--- config.mk ---
export PLATFORM = sky130hd
export DESIGN_NAME = presc_counter
export DESIGN_NICKNAME = d
export VERILOG_FILES = /design/src/rtl/pctr_pkg.sv /design/src/rtl/pctr_prescale.sv /design/src/rtl/pctr_upper.sv /design/src/rtl/pctr_term_flag.sv /design/src/rtl/presc_counter.sv
export SDC_FILE = /design/constraint.sdc
export NUM_CORES = 1
export LEC_CHECK = 0
export BUFFER_PORTS_ARGS = -buffer_cell sky130_fd_sc_hd__buf_2
export CELL_PAD_IN_SITES_DETAIL_PLACEMENT = 1
export CELL_PAD_IN_SITES_GLOBAL_PLACEMENT = 1
export CORE_ASPECT_RATIO = 0.9
export CORE_MARGIN = 2
export CORE_UTILIZATION = 42
export DETAILED_ROUTE_END_ITERATION = 8
export GPL_ROUTABILITY_DRIVEN = 1
export GPL_TIMING_DRIVEN = 0
export MAX_ROUTING_LAYER = met4
export PLACE_DENSITY_LB_ADDON = 0.2
export SLEW_MARGIN = 20
export SYNTH_ARGS = -nofsm -noshare
export SYNTH_HDL_FRONTEND = slang
export SYNTH_SLANG_ARGS = --single-unit
export TNS_END_PERCENT = 1
--- constraint.sdc ---
create_clock -name clk -period 3.05 [get_ports clk]
set_input_delay 0.1525 -clock clk [delete_from_list [all_inputs] [get_ports clk]]
set_output_delay 0.1525 -clock clk [all_outputs]
set_load 0.005 [all_outputs]
--- src/rtl/pctr_pkg.sv ---
package pctr_pkg;

  // State of the registered carry pulse that gates the wide counter
  typedef enum logic {
    CARRY_IDLE  = 1'b0,
    CARRY_ARMED = 1'b1
  } carry_state_e;

endpackage

--- src/rtl/pctr_prescale.sv ---
module pctr_prescale
  import pctr_pkg::*;
#(
  parameter int PRE_W = 2
) (
  input  logic             clk,
  input  logic             rst,
  input  logic             en,
  output logic [PRE_W-1:0] pre_o,
  output logic             carry_o
);

  // the value one below the wrap point arms the carry for the next cycle
  localparam logic [PRE_W-1:0] PRE_ARM = PRE_W'((2 ** PRE_W) - 2);

  logic [PRE_W-1:0] pre_q;
  carry_state_e     carry_q;

  always_ff @(posedge clk) begin
    if (rst) begin
      pre_q   <= '0;
      carry_q <= CARRY_IDLE;
    end else if (en) begin
      pre_q   <= pre_q + 1'b1;
      carry_q <= (pre_q == PRE_ARM) ? CARRY_ARMED : CARRY_IDLE;
    end
  end

  assign pre_o   = pre_q;
  assign carry_o = (carry_q == CARRY_ARMED);

endmodule

--- src/rtl/pctr_upper.sv ---
module pctr_upper #(
  parameter int HI_W = 30
) (
  input  logic            clk,
  input  logic            rst,
  input  logic            step,
  output logic [HI_W-1:0] hi_o
);

  logic [HI_W-1:0] hi_q;

  // wide carry chain: its inputs only change once per prescaler cycle
  always_ff @(posedge clk) begin
    if (rst)       hi_q <= '0;
    else if (step) hi_q <= hi_q + 1'b1;
  end

  assign hi_o = hi_q;

endmodule

--- src/rtl/pctr_term_flag.sv ---
module pctr_term_flag #(
  parameter int PRE_W = 2,
  parameter int HI_W  = 30
) (
  input  logic            clk,
  input  logic            rst,
  input  logic            en,
  input  logic [PRE_W-1:0] pre,
  input  logic [HI_W-1:0]  hi,
  output logic             term_o
);

  localparam logic [PRE_W-1:0] PRE_ARM = PRE_W'((2 ** PRE_W) - 2);

  logic hi_full;
  logic term_q;

  // the wide compare sees stable inputs for a whole prescaler cycle
  assign hi_full = &hi;

  always_ff @(posedge clk) begin
    if (rst)     term_q <= 1'b0;
    else if (en) term_q <= hi_full && (pre == PRE_ARM);
  end

  assign term_o = term_q;

endmodule

--- src/rtl/presc_counter.sv ---
module presc_counter #(
  parameter int CNT_W = 32,
  parameter int PRE_W = 2,
  parameter bit TC_EN = 1'b1
) (
  input  logic             clk,
  input  logic             rst,
  input  logic             cnt_en,
  output logic [CNT_W-1:0] count_o,
  output logic             term_o
);

  localparam int HI_W = CNT_W - PRE_W;

  logic [PRE_W-1:0] pre_q;
  logic [HI_W-1:0]  hi_q;
  logic             carry_q;
  logic             hi_step;

  pctr_prescale #(.PRE_W(PRE_W)) u_prescale (
    .clk     (clk),
    .rst     (rst),
    .en      (cnt_en),
    .pre_o   (pre_q),
    .carry_o (carry_q)
  );

  assign hi_step = cnt_en & carry_q;

  pctr_upper #(.HI_W(HI_W)) u_upper (
    .clk  (clk),
    .rst  (rst),
    .step (hi_step),
    .hi_o (hi_q)
  );

  generate
    if (TC_EN) begin : g_term
      pctr_term_flag #(.PRE_W(PRE_W), .HI_W(HI_W)) u_term (
        .clk    (clk),
        .rst    (rst),
        .en     (cnt_en),
        .pre    (pre_q),
        .hi     (hi_q),
        .term_o (term_o)
      );
    end else begin : g_no_term
      assign term_o = 1'b0;
    end
  endgenerate

  assign count_o = {hi_q, pre_q};

endmodule

==> summary.txt, run 1 <==
Outcome
  – Status: complete, no violations

Clocking
  – CTS Buf Count: 5
  – Setup bufs post-CTS: 0
  – Post-cts hold buffer count: 0
  – Deepest clock path buffer count: 2
  – Clk slew on worst S/H paths: 0.07 ns
  – CTS root buffer: clkbuf_8
  – Post-CTS Resized: 0
  – H-tree lvl count: 2
  – Clock latency at the later pin of the worst-skew pair: approximately 0.29 ns
  – CTS tree: done
  – Clock sinks: 34

Pwr
  – Pwr dens: 517 nW/um^2
  – VDD IR max: between 300 and 400 uV
  – Total chip power: 0.992 mW
  – Leakage power: roughly 0.74 nW

Die
  – Starting Density: 0.451
  – Die Wd: 68.2 um
  – # rows: 20
  – Die Y: just over 60 um
  – Die area: about 4200 sq um
  – Core area: 3450 sq um
  – IO Count: 36

Setup path
  – FF-to-FF setup slack: approximately 0.9 ns
  – CP max stage cell: or4_4
  – Critical path, cell by cell: and4_1, nand3_2, or4_4, or3_1, a21oi_1
  – CP Capture Type: flip-flop
  – Worst R2R Path Depth: 5
  – Worst Path Buf+Inv: 0
  – FF-to-FF Start: u_upper.hi_o[11]$_SDFFE_PP0P_
  – WP data required: roughly 3.3 ns
  – Crit-path max cell delay: between 0.5 and 0.6 ns
  – Crit path max-delay family: simple AND/OR/NAND/NOR gates
  – R2R Path End: u_upper.hi_o[29]$_SDFFE_PP0P_
  – Crit path launch: u_upper.hi_o[11]$_SDFFE_PP0P_
  – Setup Crit Path Kind: flip-flop to flip-flop
  – CP max FO: 8
  – Worst Setup Start Kind: flip-flop
  – Critical path arrival: ~2.4 ns

STA
  – Tcrit/Tclk final: 0.699
  – Final setup vio count: 0
  – RSZ-0062 raised after global routing: false
  – Fin. max-slew vios: 0
  – Fin Clk Skew: 0.00888 ns
  – Final worst path period need: 2.13 ns
  – Final Hold Slack: roughly 0.13 ns
  – Tightest Pin Transition: 0.544 ns
  – Worst slew margin: 0.638
  – Setup TNS: 0 ns
  – Final hold violations: 0
  – F_max: ~470 MHz

Hold path
  – Hold_sp: cnt_en
  – Worst Hold Class: primary input to flip-flop
  – WHS Path Cells: 2
  – Hold Crit Endpoint: u_prescale.pre_o[1]$_SDFFE_PP0P_

Logic synthesis
  – Mapped Avg Cell Area: ~8.7 sq um
  – Post-Syn Instances: ~180
  – Combinational family with the most area after synthesis: simple AND/OR/NAND/NOR gates
  – Most used DFF post-synth: dfxtp_1
  – Post-synthesis mux area share: 0.00643
  – Yosys Warn Count: 0
  – Synth Cell Area: ~1600 sq um
  – Synth area leaders: dfxtp_1 (44%), xnor2_1 (10%), nor2_1 (7.0%)
  – Register area share after synthesis: 0.437
  – Post-synthesis compound-gate area fraction: 0.0498
  – Post-synth EDFFs: 0
  – Syn nets: 184
  – Most frequent cell after synthesis: dfxtp_1
  – Post-synthesis adder-cell area fraction: 0.0161
  – Yosys reg bits: 34
  – Cell taking the most area after synthesis: dfxtp_1
  – Ys async rst share: 0
  – Share of the synthesized area in the top cell type: 0.437
  – Xor/xnor cell area share of the yosys netlist: 0.135
  – Post-synth cell types: 31
  – Synth Area in Simple Gates: 0.324
  – Commonest cells in the netlist: dfxtp_1 (34), nor2_1 (29), xnor2_1 (18)

Layout
  – Post-route insts no fill: between 200 and 300
  – Design Area, Final: 1920 sq um
  – Layout area overhead: 23.3%
  – Storage element area: ~680 sq um
  – Multi-input logic area: 827 sq um
  – Fraction of layout cells with a size suffix above 1: 0.223
  – Fin nets: between 200 and 250
  – N_diodes: 0
  – Fill count: 433

Placement
  – Inst Count DP: 256
  – Area after DPL: 1780 sq um
  – # port buffers: 33
  – Routability cong.: between 0.8 and 0.9
  – HPWL Detailed: 2.95 mm

Routing
  – Remaining DRCs: 0
  – Post-route ant nets: 0
  – Wirelength per Cell: 15.9 um
  – Met2 WL: between 2 and 2.5 mm
  – Routed wl met3: approximately 150 um
  – Vias: roughly 1400
  – DR pass1 iterations: 4
  – Uppermost layer routed: met4
  – M1 WL: 1.86 mm
  – Vias per cell: about 5.4
  – Drt total wl: between 4 and 5 mm
  – Initial DRC count: 46

GRT
  – GRT Util Overall: 0.239
  – Initial antenna violation count: 0
  – Largest net degree at the start of global routing: 12
  – First-pass GRT wire length: around 7.1 mm
  – Vias in the first global route: 1526
  – Gr ovfl total: 0

Flow run
  – Max-Cap Viols: 0
per-stage QoR:
| step | utilization | setup slack (ns) |
|---|---|---|
| CTS | 0.556 | 0.932 |
| detailed placement | 0.514 | 0.965 |
| global placement | 0.514 | 0.998 |
| global route | 0.556 | 0.780 |
| floorplan | - | 1.17 |
| finish | 0.556 | 0.919 |
worst max path at each step:
stage / end / slack (ns) / cells after the start
2_1_floorplan: u_upper.hi_o[29]$_SDFFE_PP0P_ / 1.17 / 5
3_3_place_gp: g_term.u_term.term_o$_SDFFE_PP0P_ / 1.0 / 5
3_5_place_dp: u_upper.hi_o[29]$_SDFFE_PP0P_ / 0.97 / 5
4_1_cts: u_upper.hi_o[29]$_SDFFE_PP0P_ / 0.93 / 5
5_1_grt: g_term.u_term.term_o$_SDFFE_PP0P_ / 0.78 / 5
6_report: u_upper.hi_o[29]$_SDFFE_PP0P_ / 0.92 / 5
registers in the layout, summed over array words and instances, names as in the netlist:
signal and flops:
g_term.u_term.term_o 1, u_prescale.carry_o 1, u_prescale.pre_o 2, u_upper.hi_o 30
layer usage:
layer | track usage | vias up
li1 | - | 699
met3 | 0.0667 | 6
met4 | 0.0714 | 0
met5 | - | -
met1 | 0.285 | 686
met2 | 0.397 | 35
area by class of cell:
class | instances | area share
Buffer | 8 | 0.0215
Clock buffer | 6 | 0.0430
Clock inverter | 2 | 0.0313
Inverter | 2 | 0.00391
Multi-Input combinational cell | 135 | 0.431
Sequential cell | 34 | 0.355
Tap cell | 44 | 0.0287
Timing Repair Buffer | 33 | 0.0860
cell usage in the layout, fill, tap and decap left out, types with 2 or more instances in the layout:
cell	count
and3_1	4
nand2_1	15
a21oi_1	8
or4_1	2
buf_2	33
bufinv_16	2
xor2_1	6
nand4_1	5
nor4_1	6
xnor2_1	18
clkbuf_1	6
nor3_1	6
inv_1	2
o21ai_0	6
clkbuf_8	6
dfxtp_1	34
or3_1	7
nand3_1	9
ha_1	2
nor2_1	29
power breakdown:
group	internal, mW	switching [mW]	total (mW)
combinational	0.0100	0.0170	0.0270
sequential	0.447	0.00335	0.451
clock	0.349	0.166	0.514
logic make-up after synthesis:
family	after synthesis
compound gates	15
flops	34
xor+xnor	24
mux	1
simple gates	93
buf+inv	10
fa+ha+maj	2
Power figures use the tool's default switching activity.
==> inputs of run 2 (changes only) <==
--- a/config.mk
+++ b/config.mk
@@ -10,7 +10,7 @@
 export CELL_PAD_IN_SITES_GLOBAL_PLACEMENT = 1
 export CORE_ASPECT_RATIO = 0.9
 export CORE_MARGIN = 2
-export CORE_UTILIZATION = 42
+export CORE_UTILIZATION = 35
 export DETAILED_ROUTE_END_ITERATION = 8
 export GPL_ROUTABILITY_DRIVEN = 1
 export GPL_TIMING_DRIVEN = 0
==> constraint.sdc (replaced) <==
create_clock -name clk -period 1.9 [get_ports clk]
set_input_delay 0.095 -clock clk [delete_from_list [all_inputs] [get_ports clk]]
set_output_delay 0.095 -clock clk [all_outputs]
set_load 0.005 [all_outputs]
==> run 2 against run 1 <==
Worst hold slack lost 0.067 ns. Cell area grew 4.8%. Global-route usage shrank 6.1 points. Register-to-register slack lost 0.88 ns. Routed wire length shrank 6.6%.
==> summary.txt, run 2 (synthesis gave the netlist of run 1 again) <==
GRT
  – First-pass GRT wire length: approximately 6.5 mm
  – GRT Util Overall: 0.178
  – Vias in the first global route: roughly 1400
  – Largest net degree at the start of global routing: 11
  – Gr ovfl total: 0
  – Initial antenna violation count: 0

Clocking
  – Deepest clock path buffer count: 2
  – CTS Buf Count: 5
  – CTS root buffer: clkbuf_8
  – Clock latency at the later pin of the worst-skew pair: 0.28 ns
  – H-tree lvl count: 2
  – Clk slew on worst S/H paths: roughly 0.07 ns
  – Post-cts hold buffer count: 0
  – CTS tree: done
  – Clock sinks: 34

STA
  – Final hold violations: 0
  – Fin Clk Skew: between 0.006 and 0.007 ns
  – Final Hold Slack: approximately 0.067 ns
  – F_max: roughly 540 MHz
  – Final setup vio count: 0
  – Fin. max-slew vios: 0
  – Worst slew margin: 0.641
  – Setup TNS: 0 ns
  – RSZ-0062 raised after global routing: true
  – Final worst path period need: 1.86 ns
  – Tcrit/Tclk final: 0.978
  – Tightest Pin Transition: about 0.54 ns

Layout
  – Commonest cells after routing, fill and taps aside: buf_2 (33), nor2_1 (29), xnor2_1 (18), dfxtp_1 (18), nand2_1 (15)
  – Fraction of layout cells with a size suffix above 1: 0.348
  – Largest register FFs: 30
  – Fin nets: ~230
  – Layout area overhead: 29.2%
  – Commonest non-fill, non-tap cell in the layout: buf_2
  – N_diodes: 0

Routing
  – DR pass1 iterations: 4
  – Initial DRC count: 48
  – Post-route ant nets: 0
  – Vias: 1401
  – Wirelength per Cell: around 14 um
  – Drt total wl: between 3 and 4 mm
  – Remaining DRCs: 0
  – Vias per cell: slightly below 5

Setup path
  – Worst Setup Start Kind: flip-flop
  – WP data required: between 2 and 2.5 ns
  – CP max FO: 6
  – CP Capture Type: flip-flop
  – Setup Crit Path Kind: flip-flop to flip-flop
  – FF-to-FF setup slack: 0.04 ns
  – Critical path arrival: approximately 2.1 ns

Flow run
  – Max-Cap Viols: 0

Die
  – Die Y: between 60 and 70 um
  – Die area: around 5000 sq um
  – Die Wd: between 70 and 80 um
  – Starting Density: 0.372
  – IO Count: 36
  – # rows: 22
  – Core area: roughly 4200 sq um

Hold path
  – Worst Hold Class: primary input to flip-flop

Placement
  – HPWL Detailed: between 2 and 3 mm
  – Routability cong.: 0.782
  – # port buffers: 33

Pwr
  – VDD IR max: between 300 and 400 uV
  – Pwr dens: ~650 nW/um^2
  – Leakage power: 0.761 nW

Outcome
  – Status: complete, no violations
-- run 2: cell count changes in the layout (fill, tap and decap cells not counted), moves of 2 or more --
cell       previous run  this run
dfxtp_1              34        18
and3_4                0         2
dfxtp_2               0        12
buf_4                 1         8
dfxtp_4               0         4
bufinv_16             2         0
and3_1                4         2
-- run 2: through the flow --
stage                     utilization  cell area (sq um)  std cells  worst slack (ns)  total power [mW]
after global routing            0.481               2010        287           -0.0466              1.36
after CTS                       0.466               1950        282           0.00172              1.34
after detailed placement        0.429               1800        272            -0.185             0.783
after floorplan                     -               1560        179            0.0229             0.768
after global placement          0.429               1800        272            -0.159             0.780
final                           0.481               2010        287            0.0424              1.31
-- run 2: repair_timing --
item	in CTS	in global routing
setup buffers	2	5
pin swaps	2	4
gates resized for setup	20	11
setup endpoints to repair	4	10
-- run 2: power breakdown --
part	total (mW)	switching, mW	leakage (nW)	internal (mW)
Sequential	0.718	0.00546	0.284	0.712
Combinational	0.0418	0.0257	0.429	0.0161
Clock	0.549	0.256	0.0482	0.292
-- run 2: area by class of cell --
cell class	count	area (sq um)
Buffer	8	42.5
Clock buffer	7	86.3
Clock inverter	1	5.00
Fill cell	528	2170
Inverter	2	7.51
Multi-Input combinational cell	135	866
Sequential cell	34	711
Tap cell	60	75.1
Timing Repair Buffer	40	218
-- run 2: worst paths after layout --
path                                           from  depth (start not counted)                                 to
setup reg to reg      u_upper.hi_o[12]$_SDFFE_PP0P_                          5      u_upper.hi_o[29]$_SDFFE_PP0P_
setup / recovery      u_upper.hi_o[12]$_SDFFE_PP0P_                          5      u_upper.hi_o[29]$_SDFFE_PP0P_
hold reg to reg   g_term.u_term.term_o$_SDFFE_PP0P_                          2  g_term.u_term.term_o$_SDFFE_PP0P_
hold / removal                               cnt_en                          2   u_prescale.pre_o[1]$_SDFFE_PP0P_
-- run 2: worst max-delay path: stages, from the launching register on --
cell and delay [ns]:
dfxtp_4 0.37, and4_4 0.27, nand3_4 0.11, or4_4 0.56, or3_4 0.38, a21oi_2 0.12
-- run 2: metal layers --
layer,up-vias,wire length (um),track usage
li1,711,-,-
met1,661,1850,0.218
met2,24,1890,0.294
met3,5,134,0.0358
met4,0,36,0.0603
met5,-,0,-
==> inputs of run 3 (changes only) <==
--- a/config.mk
+++ b/config.mk
@@ -11,11 +11,13 @@
 export CORE_ASPECT_RATIO = 0.9
 export CORE_MARGIN = 2
 export CORE_UTILIZATION = 35
+export CTS_BUF_LIST = sky130_fd_sc_hd__clkbuf_4 sky130_fd_sc_hd__clkbuf_8 sky130_fd_sc_hd__clkbuf_16
 export DETAILED_ROUTE_END_ITERATION = 8
 export GPL_ROUTABILITY_DRIVEN = 1
 export GPL_TIMING_DRIVEN = 0
 export MAX_ROUTING_LAYER = met4
 export PLACE_DENSITY_LB_ADDON = 0.2
+export REMOVE_ABC_BUFFERS = 1
 export SLEW_MARGIN = 20
 export SYNTH_ARGS = -nofsm -noshare
 export SYNTH_HDL_FRONTEND = slang
==> run 3 against run 2 <==
Worst hold slack better by 0.056 ns. Critical path type unchanged. Non-clock buffer count shrank 4. Die area unchanged.
==> summary.txt, run 3 (synthesis gave the netlist of run 1 again) <==
Outcome
  – Status: complete, no violations

Placement
  – Routability cong.: around 0.73
  – HPWL Detailed: 2.65 mm
  – Area after DPL: ~1800 sq um
  – # port buffers: 35

Clocking
  – Clk slew on worst S/H paths: ~0.070 ns
  – CTS root buffer: clkbuf_8
  – Clock latency at the later pin of the worst-skew pair: ~0.28 ns
  – CTS tree: done
  – Deepest clock path buffer count: 2
  – H-tree lvl count: 2
  – CTS Buf Count: 5
  – Clock sinks: 34

Setup path
  – Critical path, cell by cell: and4_4, nand3_4, or4_4, or3_4, a21oi_2
  – R2R Path End: g_term.u_term.term_o$_SDFFE_PP0P_
  – Critical path arrival: roughly 2.1 ns
  – WP data required: approximately 2.1 ns
  – Setup Crit Path Kind: flip-flop to flip-flop
  – FF-to-FF Start: u_upper.hi_o[5]$_SDFFE_PP0P_
  – CP max stage cell: or4_4
  – FF-to-FF setup slack: roughly 0.044 ns
  – CP max FO: 4
  – Crit-path max cell delay: between 0.5 and 0.6 ns
  – CP Capture Type: flip-flop
  – Worst Setup Start Kind: flip-flop
  – Worst R2R Path Depth: 5

GRT
  – First-pass GRT wire length: 6.68 mm
  – GRT Util Overall: 0.180
  – Gr ovfl total: 0
  – Vias in the first global route: 1420
  – Initial antenna violation count: 0
  – Largest net degree at the start of global routing: 35

Routing
  – Initial DRC count: 64
  – Wirelength per Cell: approximately 14 um
  – Vias per cell: ~5
  – Vias: 1398
  – Remaining DRCs: 0
  – DR pass1 iterations: 4
  – Drt total wl: about 3.9 mm
  – Post-route ant nets: 0

Pwr
  – P_int: 1.01 mW
  – Leakage power: about 0.76 nW
  – Switching Share: 0.213
  – Sw Pwr: 0.272 mW
  – VDD IR max: between 400 and 500 uV
  – Combinational power share: 0.029
  – Pwr dens: between 600 and 700 nW/um^2
  – Clock power share: 0.409
  – Total chip power: between 1 and 1.5 mW
  – Sequential power share: 0.561

Hold path
  – WHS Path Cells: 2
  – Worst Hold Class: primary input to flip-flop
  – Hold_sp: cnt_en
  – Hold Crit Endpoint: u_prescale.pre_o[1]$_SDFFE_PP0P_

Layout
  – Fin nets: about 230
  – Fraction of layout cells with a size suffix above 1: 0.369
  – Largest register FFs: 30
  – Design Area, Final: between 1500 and 2000 sq um
  – Layout area overhead: 27.9%
  – Utilization after layout: 0.476
  – Commonest cells after routing, fill and taps aside: buf_2 (35), nor2_1 (29), xnor2_1 (18), dfxtp_1 (18), nand2_1 (15)
  – N_diodes: 0
  – Commonest non-fill, non-tap cell in the layout: buf_2

STA
  – Tightest Pin Transition: 0.651 ns
  – Final hold violations: 0
  – Final setup vio count: 0
  – Worst slew margin: 0.566
  – F_max: between 500 and 600 MHz
  – Tcrit/Tclk final: 0.977
  – Fin Clk Skew: about 0.0045 ns
  – Final worst path period need: around 1.9 ns
  – Fin. max-slew vios: 0
  – RSZ-0062 raised after global routing: true

Die
  – IO Count: 36
  – Die area: approximately 5000 sq um
  – Die Y: between 60 and 70 um
  – Core area: 4180 sq um
  – Die Wd: 74.3 um
  – Starting Density: 0.372
  – # rows: 22

Flow run
  – Max-Cap Viols: 0
## run 3: cell count changes in the layout (fill, tap and decap cells not counted), sizes merged
| cell | change |
|---|---|
| clkinv | -1 |
| clkbuf | -6 |
| buf | +2 |
## run 3: critical path, delay by kind of cell (launching register included)
| kind | cells | cell delay (ns) |
|---|---|---|
| DFF | 1 | 0.37 |
| and+or+nand+nor | 4 | 1.32 |
| AOI/OAI and AO/OA | 1 | 0.11 |
## run 3: final cells by class
cell class	count	area, sq um
Tap cell	60	75.1
Multi-Input combinational cell	135	871
Clock buffer	7	83.8
Fill cell	527	2190
Inverter	2	7.51
Timing Repair Buffer	44	243
Sequential cell	34	711
## run 3: routing by layer
metal / up-vias / wire (um) / global-route usage
met5: - / 0 / -
met4: 0 / 51 / 0.0737
met3: 4 / 144 / 0.0478
met2: 29 / 1880 / 0.279
met1: 664 / 1860 / 0.224
li1: 701 / - / -
## run 3: power groups by stage
stage	clock, mW	combinational, mW	sequential (mW)
4_1_cts	0.546	0.0383	0.721
5_1_grt	0.579	0.0431	0.718
3_3_place_gp	0	0.0362	0.739
6_report	0.524	0.0377	0.718
3_5_place_dp	0	0.0382	0.740
2_1_floorplan	0	0.0145	0.740
## run 3: metrics by stage
step,setup WS [ns],instances,hold WS (ns),TNS [ns]
4_1_cts,0.00956,276,0.110,0
3_5_place_dp,-0.235,266,0.414,-0.841
2_1_floorplan,-0.0327,171,0.164,-0.0627
6_report,0.0439,282,0.123,0
5_1_grt,-0.0107,282,0.126,-0.0120
3_3_place_gp,-0.173,266,0.398,-0.567
## run 3: worst max-delay path by stage
stage	startpoint	end	cells past startpoint	slack, ns
finish	u_upper.hi_o[5]$_SDFFE_PP0P_	g_term.u_term.term_o$_SDFFE_PP0P_	5	0.04
global route	u_upper.hi_o[5]$_SDFFE_PP0P_	g_term.u_term.term_o$_SDFFE_PP0P_	5	-0.01
CTS	u_upper.hi_o[5]$_SDFFE_PP0P_	u_upper.hi_o[29]$_SDFFE_PP0P_	5	0.01
detailed placement	u_upper.hi_o[3]$_SDFFE_PP0P_	g_term.u_term.term_o$_SDFFE_PP0P_	5	-0.24
global placement	u_upper.hi_o[3]$_SDFFE_PP0P_	g_term.u_term.term_o$_SDFFE_PP0P_	5	-0.17
floorplan	u_upper.hi_o[3]$_SDFFE_PP0P_	g_term.u_term.term_o$_SDFFE_PP0P_	5	-0.03
## run 3: timing repair
action,CTS,global route
buffers inserted,3,6
pin swaps,1,6
hold buffers,0,0
endpoints found under the setup margin,5,9
endpoints found under the hold margin,0,0
resized for setup,18,14
